File: src/rtl/crc_status_pkg.sv
package crc_status_pkg;

   // Largest CRC width the reflection helper supports
   localparam int unsigned CRC_W_MAX = 32;

   // Mirror the low w bits of v, for the LSB-first variant
   function automatic logic [CRC_W_MAX-1:0] mirror_bits(
      input logic [CRC_W_MAX-1:0] v,
      input int unsigned          w
   );
      logic [CRC_W_MAX-1:0] r;
      r = '0;
      for (int unsigned i = 0; i < CRC_W_MAX; i++) begin
         if (i < w) r[i] = v[w-1-i];
      end
      return r;
   endfunction

endpackage

File: src/rtl/crc_step.sv
module crc_step #(
   parameter int unsigned      DATA_W    = 8,
   parameter int unsigned      CRC_W     = 8,
   parameter logic [CRC_W-1:0] POLY      = 8'h07,
   parameter bit               MSB_FIRST = 1'b1
) (
   input  logic [CRC_W-1:0]  crc_in,
   input  logic [DATA_W-1:0] data,
   output logic [CRC_W-1:0]  crc_out
);
   import crc_status_pkg::*;

   localparam logic [CRC_W-1:0] POLY_R =
      CRC_W'(mirror_bits(CRC_W_MAX'(POLY), CRC_W));

   logic [CRC_W-1:0] chain [DATA_W+1];

   assign chain[0] = crc_in;

   generate
      if (MSB_FIRST) begin : g_msb
         for (genvar i = 0; i < DATA_W; i++) begin : g_bit
            logic fb;
            assign fb = chain[i][CRC_W-1] ^ data[DATA_W-1-i];
            assign chain[i+1] = {chain[i][CRC_W-2:0], 1'b0} ^ (fb ? POLY : '0);
         end
      end else begin : g_lsb
         for (genvar i = 0; i < DATA_W; i++) begin : g_bit
            logic fb;
            assign fb = chain[i][0] ^ data[i];
            assign chain[i+1] = {1'b0, chain[i][CRC_W-1:1]} ^ (fb ? POLY_R : '0);
         end
      end
   endgenerate

   assign crc_out = chain[DATA_W];

endmodule

File: src/rtl/crc_accum.sv
module crc_accum #(
   parameter int unsigned      DATA_W    = 8,
   parameter int unsigned      CRC_W     = 8,
   parameter logic [CRC_W-1:0] POLY      = 8'h07,
   parameter logic [CRC_W-1:0] SEED      = 8'h00,
   parameter bit               MSB_FIRST = 1'b1
) (
   input  logic              clk_i,
   input  logic              rst_ni,
   input  logic              en_i,
   input  logic              clr_i,
   input  logic              strobe_i,
   input  logic [DATA_W-1:0] data_i,
   output logic [CRC_W-1:0]  run_o,
   output logic              pend_o
);
   logic [CRC_W-1:0] run_q;
   logic             pend_q;
   logic [CRC_W-1:0] base;
   logic [CRC_W-1:0] folded;

   // A clear restarts from the seed before a same-cycle byte is folded in
   assign base = clr_i ? SEED : run_q;

   crc_step #(
      .DATA_W    (DATA_W),
      .CRC_W     (CRC_W),
      .POLY      (POLY),
      .MSB_FIRST (MSB_FIRST)
   ) u_step (
      .crc_in  (base),
      .data    (data_i),
      .crc_out (folded)
   );

   always_ff @(posedge clk_i or negedge rst_ni) begin
      if (!rst_ni) begin
         run_q  <= SEED;
         pend_q <= 1'b0;
      end else if (!en_i) begin
         run_q  <= SEED;
         pend_q <= 1'b0;
      end else begin
         run_q  <= strobe_i ? folded : base;
         pend_q <= strobe_i;
      end
   end

   assign run_o  = run_q;
   assign pend_o = pend_q;

endmodule

File: src/rtl/crc_flag_ctrl.sv
module crc_flag_ctrl #(
   parameter int unsigned CRC_W = 8
) (
   input  logic             clk_i,
   input  logic             rst_ni,
   input  logic             en_i,
   input  logic             strobe_i,
   input  logic             rd_i,
   input  logic             pend_i,
   input  logic [CRC_W-1:0] run_i,
   output logic [CRC_W-1:0] data_o,
   output logic             full_o
);
   logic [CRC_W-1:0] data_q;
   logic             full_q;

   always_ff @(posedge clk_i or negedge rst_ni) begin
      if (!rst_ni) begin
         data_q <= '0;
         full_q <= 1'b0;
      end else if (!en_i) begin
         data_q <= '0;
         full_q <= 1'b0;
      end else begin
         if (pend_i) data_q <= run_i;
         // Priority: new strobe clears, pending load sets, read clears
         if (strobe_i)    full_q <= 1'b0;
         else if (pend_i) full_q <= 1'b1;
         else if (rd_i)   full_q <= 1'b0;
      end
   end

   assign data_o = data_q;
   assign full_o = full_q;

endmodule

File: src/rtl/crc_byte_status.sv
module crc_byte_status #(
   parameter int unsigned      DATA_W    = 8,
   parameter int unsigned      CRC_W     = 8,
   parameter logic [CRC_W-1:0] POLY      = 8'h07,
   parameter logic [CRC_W-1:0] SEED      = 8'h00,
   parameter bit               MSB_FIRST = 1'b1
) (
   input  logic              clk_i,
   input  logic              rst_ni,
   input  logic              en_i,
   input  logic              byte_done_i,
   input  logic [DATA_W-1:0] byte_i,
   input  logic              crc_clr_i,
   input  logic              rd_i,
   output logic [CRC_W-1:0]  crc_o,
   output logic              full_o
);
   import crc_status_pkg::*;

   generate
      if (CRC_W < 2 || CRC_W > CRC_W_MAX) begin : g_bad_crc_w
         $error("crc_byte_status: CRC_W out of range");
      end
      if (DATA_W < 1) begin : g_bad_data_w
         $error("crc_byte_status: DATA_W must be at least 1");
      end
   endgenerate

   logic [CRC_W-1:0] run_val;
   logic             load_pend;

   crc_accum #(
      .DATA_W    (DATA_W),
      .CRC_W     (CRC_W),
      .POLY      (POLY),
      .SEED      (SEED),
      .MSB_FIRST (MSB_FIRST)
   ) u_accum (
      .clk_i    (clk_i),
      .rst_ni   (rst_ni),
      .en_i     (en_i),
      .clr_i    (crc_clr_i),
      .strobe_i (byte_done_i),
      .data_i   (byte_i),
      .run_o    (run_val),
      .pend_o   (load_pend)
   );

   crc_flag_ctrl #(
      .CRC_W (CRC_W)
   ) u_flag (
      .clk_i    (clk_i),
      .rst_ni   (rst_ni),
      .en_i     (en_i),
      .strobe_i (byte_done_i),
      .rd_i     (rd_i),
      .pend_i   (load_pend),
      .run_i    (run_val),
      .data_o   (crc_o),
      .full_o   (full_o)
   );

endmodule

File: config.mk
export PLATFORM = sky130hd
export DESIGN_NAME = crc_byte_status
export DESIGN_NICKNAME = d
export VERILOG_FILES = /design/src/rtl/crc_status_pkg.sv /design/src/rtl/crc_step.sv /design/src/rtl/crc_accum.sv /design/src/rtl/crc_flag_ctrl.sv /design/src/rtl/crc_byte_status.sv
export SDC_FILE = /design/constraint.sdc
export NUM_CORES = 1
export LEC_CHECK = 0
export BUFFER_PORTS_ARGS = -buffer_cell sky130_fd_sc_hd__buf_2
export CORE_UTILIZATION = 36
export DETAILED_ROUTE_END_ITERATION = 16
export PLACE_DENSITY = 0.66
export SYNTH_ARGS = -nofsm -noshare
export SYNTH_HDL_FRONTEND = slang
export SYNTH_SLANG_ARGS = --single-unit
File: constraint.sdc
create_clock -name clk_i -period 2.25 [get_ports clk_i]
set_input_delay 0.225 -clock clk_i [delete_from_list [all_inputs] [get_ports clk_i]]
set_output_delay 0.225 -clock clk_i [all_outputs]
set_load 0.01 [all_outputs]
# --- Word level (Yosys, flattened, before mapping) ---
# Index checks and enable logic that the tools add are counted.
totals:
  inputBits: 14
  wordCells: 40
  out_inout_bits: 9
  reg_bits: 18
op_classes:
  eq_ne: 2
  n_mux: 18
  n_bitwise: 16
op_table:
  columns: ["op", "n"]
  rows:
  - ["8-bit by 3-bit bitwise XOR with 8-bit output", 8]
  - ["8-bit two-way mux", 5]
  - ["3-bit two-way mux", 8]
  - ["1-bit bitwise XOR", 8]
  - ["1-bit two-way mux", 5]
  - ["4-bit by 1-bit inequality test with 1-bit output, second input constant", 1]
  - ["2-bit by 1-bit inequality test with 1-bit output, second input constant", 1]

# --- Logic depth before layout (Yosys ltp) ---
# Gate-level depths: netlist of the first run.
logic_depth:
  ltp_word: 27
  mapped_depth: 7
  ltp_nobuf: 6

# --- Modules after synthesis ---
# A second synthesis of the first run with hierarchy kept.
unflattened:
  cells_unflattened: 81
  hier_area_um2: 957.2
by_module_without_submodules:
  columns: ["mod", "cells_each", "seq_area_each_um2", "area_per_inst_um2", "instances"]
  rows:
  - ["crc_flag_ctrl", 29, 225.2, 386.6, 1]
  - ["crc_accum", 30, 225.2, 379.1, 1]
  - ["crc_step", 22, 0.0, 191.4, 1]

# --- Least setup slack after synthesis of the first run ---
# Ideal clock, no wire load.
synth_path:
  kind: "flip-flop to flip-flop"
  from: "register u_accum.run_q[7], in the netlist u_accum.run_o[7]"
  to: "register u_accum.run_q[2], in the netlist u_accum.run_o[2]"
  n_path_buf: 1
  setup_slack_ps: 525
  t_required_ps: 2124
  setup_ps: 126
  t_arrival_ps: 1599
  synth_period_minus_slack_ps: 1725
  path_stages_with_launch: 8
  cell_sequence: "dfrtp_1 -> buf_6 -> xnor2_2 -> mux2i_1 -> xnor2_1 -> xnor2_1 -> mux2_4 -> mux2i_1"
synth_via:
  elab_chain_cells: 15
  elab_cells_between_ends: 17
  classes_between: "mux (6); bitwise (11)"
synth_lines:
  columns: ["element", "line_no", "text"]
  rows:
  - ["from (decl)", "crc_accum.sv:17", "logic [CRC_W-1:0] run_q;"]
  - ["from (signal assigned)", "crc_accum.sv:44", "run_q <= strobe_i ? folded : base;"]
  - ["8-bit two-way mux (*)", "crc_accum.sv:23", "assign base = clr_i ? SEED : run_q;"]
  - ["1-bit bitwise XOR (*)", "crc_step.sv:24", "assign fb = chain[i][CRC_W-1] ^ data[DATA_W-1-i];"]
  - ["3-bit two-way mux (*)", "crc_step.sv:25", "assign chain[i+1] = {chain[i][CRC_W-2:0], 1'b0} ^ (fb ? POLY : '0);"]
  - ["8-bit by 3-bit bitwise XOR with 8-bit output (*) (6 in series)", "crc_step.sv:25", null]
  - ["1-bit bitwise XOR / 8-bit by 3-bit bitwise XOR with 8-bit output (equally long branches)", "crc_step.sv:24, crc_step.sv:25", null]
  - ["3-bit two-way mux / 1-bit bitwise XOR (equally long branches)", "crc_step.sv:25, crc_step.sv:24", null]
  - ["8-bit by 3-bit bitwise XOR with 8-bit output (*) (2 in series)", "crc_step.sv:25", null]
  - ["8-bit two-way mux (*)", "crc_accum.sv:44", null]
  - ["8-bit two-way mux (*)", "crc_accum.sv:40", "end else if (!en_i) begin"]
# Mark *: on every way between the ends. The rest lies on a longest branch, timed or not.
# A chain may end at the register's enable or synchronous reset.

# --- Worst setup path after layout of the first run ---
# Same ends and word-level chain as after synthesis.

==> results of run 1 <==
[worst max-delay path: cells and delay by family (launching register included)]
| kind | cells | cell delay [ps] |
|---|---|---|
| xor+xnor | 3 | 570 |
| flops | 1 | 480 |
| mux | 3 | 690 |
[power by group]
group	leakage [uW]	switching (uW)	internal, uW
combinational	0.000349	129	158
sequential	0.000244	34.6	352
clock	0.0000138	94.9	62.2
[through the flow]
stage / power [uW] / util (%) / hold WS [ps]
after floorplan: 622 / - / -70.6
after global placement: 672 / 42.1 / 175
after detailed placement: 683 / 42.1 / 182
after CTS: 846 / 43.2 / 229
after global routing: 893 / 43.2 / 252
final: 831 / 43.2 / 241
[sequential cells by signal, indices dropped and copies added, names as in the netlist]
name	cells
u_accum.pend_o	1
u_flag.full_o	1
u_flag.data_o	8
u_accum.run_o	8
[cell type report]
class | instances | area (um2) | area share [%]
multi-input combinational | 83 | 642 | 49.0
timing repair buffer | 23 | 120 | 9.18
inverter | 5 | 18.8 | 1.43
tap | 44 | 55.1 | 4.21
sequential | 18 | 450 | 34.4
clock buffer | 3 | 22.5 | 1.72
[final timing paths]
| path | startpoint | to | depth (start not counted) |
|---|---|---|---|
| worst max-delay path | u_accum.run_o[7]$_DFF_PN0_ | u_accum.run_o[2]$_DFF_PN0_ | 6 |
| worst min-delay path | rd_i | u_flag.full_o$_DFFE_PN0P_ | 4 |
| worst max register to register | u_accum.run_o[7]$_DFF_PN0_ | u_accum.run_o[2]$_DFF_PN0_ | 6 |
| worst min register to register | u_flag.data_o[0]$_DFFE_PN0P_ | u_flag.data_o[0]$_DFFE_PN0P_ | 2 |
| max in group asynchronous | rst_ni | u_accum.run_o[5]$_DFF_PN0_ | 2 |
| min in group asynchronous | rst_ni | u_accum.pend_o$_DFF_PN0_ | 2 |
[layer usage]
layer / wire length [um] / vias to the layer above
met2: 1040 / 20
met1: 907 / 378
li1: - / 400
met3: 96 / 4
met5: 0 / -
met4: 26 / 0
[Yosys cell counts (2+ instances only)]
master                     number
sky130_fd_sc_hd__dfrtp_1       18
sky130_fd_sc_hd__xnor2_1       16
sky130_fd_sc_hd__nor2b_1       13
sky130_fd_sc_hd__nor2_1        12
sky130_fd_sc_hd__mux2i_1       10
sky130_fd_sc_hd__inv_1          5
sky130_fd_sc_hd__clkbuf_1       4
sky130_fd_sc_hd__o21ai_0        4
sky130_fd_sc_hd__a21oi_1        3
sky130_fd_sc_hd__and2_1         3
sky130_fd_sc_hd__xnor2_2        3
sky130_fd_sc_hd__a22oi_1        2
sky130_fd_sc_hd__nand2_1        2
sky130_fd_sc_hd__nand2b_1       2
sky130_fd_sc_hd__nor3b_1        2
sky130_fd_sc_hd__xor2_1         2
[kinds of logic after synthesis]
kind of cell	after synthesis	synth area share, %
AOI/OAI and AO/OA	11	5.61
xor gates and xnor gates	23	22.4
buffers and inverters	10	3.96
DFF	18	39.6
muxes	11	10.1
and+or+nand+nor	38	18.3
==> metrics.csv, run 1 <==
metric,value,unit
cts_setup_buffers,0,
postLayoutSetupSlackWorst,412,ps
post_synth_edffs,0,
cts.htree.levels,1,
final.period_utilization,81.7,%
synthesis.yosys.warnings,0,
globalRoute.totalOverflow,0,
postSynth.asyncResetShare,100,%
number_of_instances_resized_during_post_cts_repair,0,
skew,0.985,ps
tns_setup,0,ps
critPathCaptureType,flip-flop,
fmax,544,MHz
timing.critical_path.fanout_max,6,
postSynthNetCount,125,
final_area,0.00131,mm2
mean_instance_size_in_the_synthesized_netlist,10.2,um2
arrival,2020,ps
die_x,58.2,um
vias_per_cell,4.56,
synth_largest_type_area_fraction,39.6,%
synth_area,0.00114,mm2
insertedDiodeCount,0,
layout_min_cycle_time,1840,ps
port-buffer-count,22,
post_drt_wl_per_cell,11.8,um
rows,20,
synth-main-ff-cell,sky130_fd_sc_hd__dfrtp_1,
postRouteWirelength,2070,um
timing.critical_path.from_type,flip-flop,
antenna_found_initial,0,
cp_data_required_time,2430,ps
core_area,0.00303,mm2
synth_top_area_cell,sky130_fd_sc_hd__dfrtp_1,
initial_core_util,37.6,%
pre_cts_slack,419,ps
die_y,58.2,um
final_common_cell,sky130_fd_sc_hd__buf_2,
synth-seq-cells,18,
setup_viol,0,
globalRouteMet3Util,5.13,%
path_class,flip-flop to flip-flop,
run_status,finished clean,
most-common-layout-cells,"22 x sky130_fd_sc_hd__buf_2, 18 x sky130_fd_sc_hd__dfrtp_1, 16 x sky130_fd_sc_hd__xnor2_1",
grt_first_pass_wirelength,3570,um
ios,23,
synth_sequential_area_ratio,39.6,%
max-cap-violations,0,
leakage,0.000607,uW
detailed_place.area,0.00128,mm2
grt_setup_unrepaired,no,
final_standard_cell_count_with_taps_included_and_fillers_excluded,176,
timing.max_slew.rel_slack,67.8,%
power_density_relative_to_cell_area,635,mW/mm2
tritoncts,yes,
via_count,802,
dp_cells,172,
drc,0,
cts_max_path_buffers,2,
cp_slowest_stage_delay,480,ps
first_iter_violations,26,
synthToLayoutAreaGrowth,15.1,%
critPathSlowestCell,sky130_fd_sc_hd__dfrtp_1,
worst_hold_path_type,primary input to flip-flop,
globalRouteMet2Util,25.1,%
critical_path.cell_chain,xnor2_2 > mux2i_1 > xnor2_1 > xnor2_1 > mux2_4 > mux2i_1,
busiest_layer,met2,
clk_pin_slew_worst_paths,100,ps
syn_inst,111,
hold_violations,0,
clock_sink_count,18,
global_route.usage.met1,16.7,%
largest_vdd_supply_drop,335,uV
placer_congestion_estimate,0.703,
worstMarginPinSlew,483,ps
slew_viol_final,0,
post_route_cells_drive_above_1_share,23.5,%
grt_max_degree,20,
die-area,0.00339,mm2
drt_first_pass_iters,4,
synth.area.top_cells,"sky130_fd_sc_hd__dfrtp_1 40%, sky130_fd_sc_hd__xnor2_1 12%, sky130_fd_sc_hd__mux2i_1 8.8%, sky130_fd_sc_hd__nor2b_1 7.2%, sky130_fd_sc_hd__xnor2_2 4.3%",
total_clock_buffers_created_by_cts,3,
worst_skew_pair.late_latency,290,ps
final_net_count,148,
r2r_setup_slack,410,ps
antenna_left,0,
cts-root-buf,sky130_fd_sc_hd__clkbuf_4,
track_usage,14.4,%
number_of_global_route_vias_before_repair,796,
yosysUniqueCellTypes,26,
cts-hold-fix-buffers,1,
num-fill-cells,313,
Note: power is estimated with default switching activity, not from simulation.
==> inputs of run 2 (changes only) <==
==> constraint.sdc (replaced) <==
create_clock -name clk_i -period 1.8 [get_ports clk_i]
set_input_delay 0.18 -clock clk_i [delete_from_list [all_inputs] [get_ports clk_i]]
set_output_delay 0.18 -clock clk_i [all_outputs]
set_load 0.01 [all_outputs]
==> metrics.csv, run 2 (same netlist as run 1, synthesis figures left out) <==
metric,value,unit
run_status,finished clean,
port-buffer-count,22,
ios,23,
power_density_relative_to_cell_area,811,mW/mm2
antenna_found_initial,0,
globalRoute.totalOverflow,0,
post_route_cells_drive_above_1_share,27.2,%
hpwl,1590,um
hold_violations,0,
postLayoutSetupSlackWorst,16.4,ps
track_usage,15.6,%
die_x,58.2,um
path_class,flip-flop to flip-flop,
initial_core_util,37.6,%
grt_max_degree,20,
total_clock_buffers_created_by_cts,3,
critPathCaptureType,flip-flop,
pre_cts_slack,-36.8,ps
largest_vdd_supply_drop,355,uV
timing.max_slew.rel_slack,68.2,%
insertedDiodeCount,0,
clkPwrFrac,18.6,%
skew,1.37,ps
arrival,1970,ps
final_net_count,152,
setup_viol,0,
cts_max_path_buffers,2,
number_of_global_route_vias_before_repair,843,
final.period_utilization,99.1,%
post_drt_wl_per_cell,12.1,um
cts.htree.levels,1,
r2r_setup_slack,20,ps
antenna_left,0,
postRouteWirelength,2170,um
worst_hold_slack,186,ps
core_area,0.00303,mm2
drc,0,
timing.critical_path.from_type,flip-flop,
via_count,825,
timing.critical_path.fanout_max,3,
power.share.switching,31.6,%
drt_first_pass_iters,4,
grt_setup_unrepaired,yes,
min_to,u_flag.full_o$_DFFE_PN0P_,
max-cap-violations,0,
leakage,0.000626,uW
synthToLayoutAreaGrowth,18.3,%
fmax,561,MHz
crit-reg2reg-capture,u_accum.run_o[2]$_DFF_PN0_,
clk_pin_slew_worst_paths,100,ps
cts-root-buf,sky130_fd_sc_hd__clkbuf_4,
worstMarginPinSlew,478,ps
final_common_cell,sky130_fd_sc_hd__buf_2,
most-common-layout-cells,"22 x sky130_fd_sc_hd__buf_2, 17 x sky130_fd_sc_hd__dfrtp_1, 16 x sky130_fd_sc_hd__xnor2_1",
die_y,58.2,um
power.combinational.fraction,37.3,%
vias_per_cell,4.58,
hold-path-cell-count,4,
power.internal,746,uW
worst_skew_pair.late_latency,300,ps
crit-reg2reg-launch,u_accum.run_o[7]$_DFF_PN0_,
die-area,0.00339,mm2
worst_hold_path_type,primary input to flip-flop,
grt_first_pass_wirelength,3920,um
first_iter_violations,26,
reg_power_share,44.0,%
cp_data_required_time,1990,ps
switching_power,344,uW
slew_viol_final,0,
placer_congestion_estimate,0.692,
clock_sink_count,18,
crit_start,u_accum.run_o[7]$_DFF_PN0_,
r2r.worst_path.cells,6,
holdCritStartpoint,rd_i,
layout_min_cycle_time,1780,ps
tritoncts,yes,
rows,20,
run 2: changes by cell type in the layout (fill, tap and decap cells not counted), sizes merged:
cell / change
buf: +4
run 2: layout make-up:
| class | instances | area (um2) |
|---|---|---|
| Timing Repair Buffer | 27 | 150 |
| Clock buffer | 3 | 22.5 |
| Fill cell | 296 | 1680 |
| Inverter | 5 | 18.8 |
| Tap cell | 44 | 55.1 |
| Multi-Input combinational cell | 83 | 647 |
| Sequential cell | 18 | 452 |
run 2: how the worst max path moves through the flow:
| stage | to | slack, ps | cells after the start |
|---|---|---|---|
| after floorplan | u_accum.run_o[2]$_DFF_PN0_ | 80 | 7 |
| final | u_accum.run_o[2]$_DFF_PN0_ | 20 | 6 |
| after global routing | u_accum.run_o[2]$_DFF_PN0_ | -110 | 6 |
| after global placement | u_accum.run_o[2]$_DFF_PN0_ | 70 | 6 |
| after CTS | u_accum.run_o[2]$_DFF_PN0_ | -20 | 6 |
| after detailed placement | u_accum.run_o[2]$_DFF_PN0_ | -40 | 6 |
run 2: stage by stage:
step | area (um2) | utilization (%) | instances | setup TNS (ps) | total power (uW)
2_1_floorplan | 1140 | - | 111 | 0 | 777
3_3_place_gp | 1290 | 42.6 | 174 | 0 | 846
3_5_place_dp | 1290 | 42.6 | 174 | -36.8 | 861
4_1_cts | 1340 | 44.2 | 180 | -15.5 | 1100
5_1_grt | 1350 | 44.4 | 180 | -108 | 1170
6_report | 1350 | 44.4 | 180 | 0 | 1090
run 2: timing repair:
action	CTS	global route
pin swaps	1	0
setup endpoints to repair	1	2
hold buffers	1	0
resized for setup	0	2
setup buffers	2	0
endpoints found under the hold margin	18	0
run 2: critical path, stage by stage (launching register included):
cell and delay, ps:
sky130_fd_sc_hd__dfrtp_2 450, sky130_fd_sc_hd__xnor2_2 180, sky130_fd_sc_hd__mux2i_1 240, sky130_fd_sc_hd__xnor2_1 100, sky130_fd_sc_hd__xnor2_1 250, sky130_fd_sc_hd__mux2_4 330
sky130_fd_sc_hd__mux2i_1 120
run 2: power by group through the flow:
stage,registers [uW],logic (uW),clock network [uW]
2_1_floorplan,479,298,0
3_3_place_gp,488,359,0
3_5_place_dp,490,371,0
4_1_cts,480,402,214
5_1_grt,488,451,226
6_report,480,407,203
run 2: metal layers:
metal | part of all wire (%) | routed length [um] | GRT usage, % | vias up
li1 | - | - | - | 409
met4 | 2.6 | 56 | 6.80 | 0
met1 | 46 | 1000 | 19.3 | 388
met2 | 47 | 1030 | 25.6 | 21
met3 | 3.7 | 81 | 4.02 | 7
met5 | 0 | 0 | 0 | -
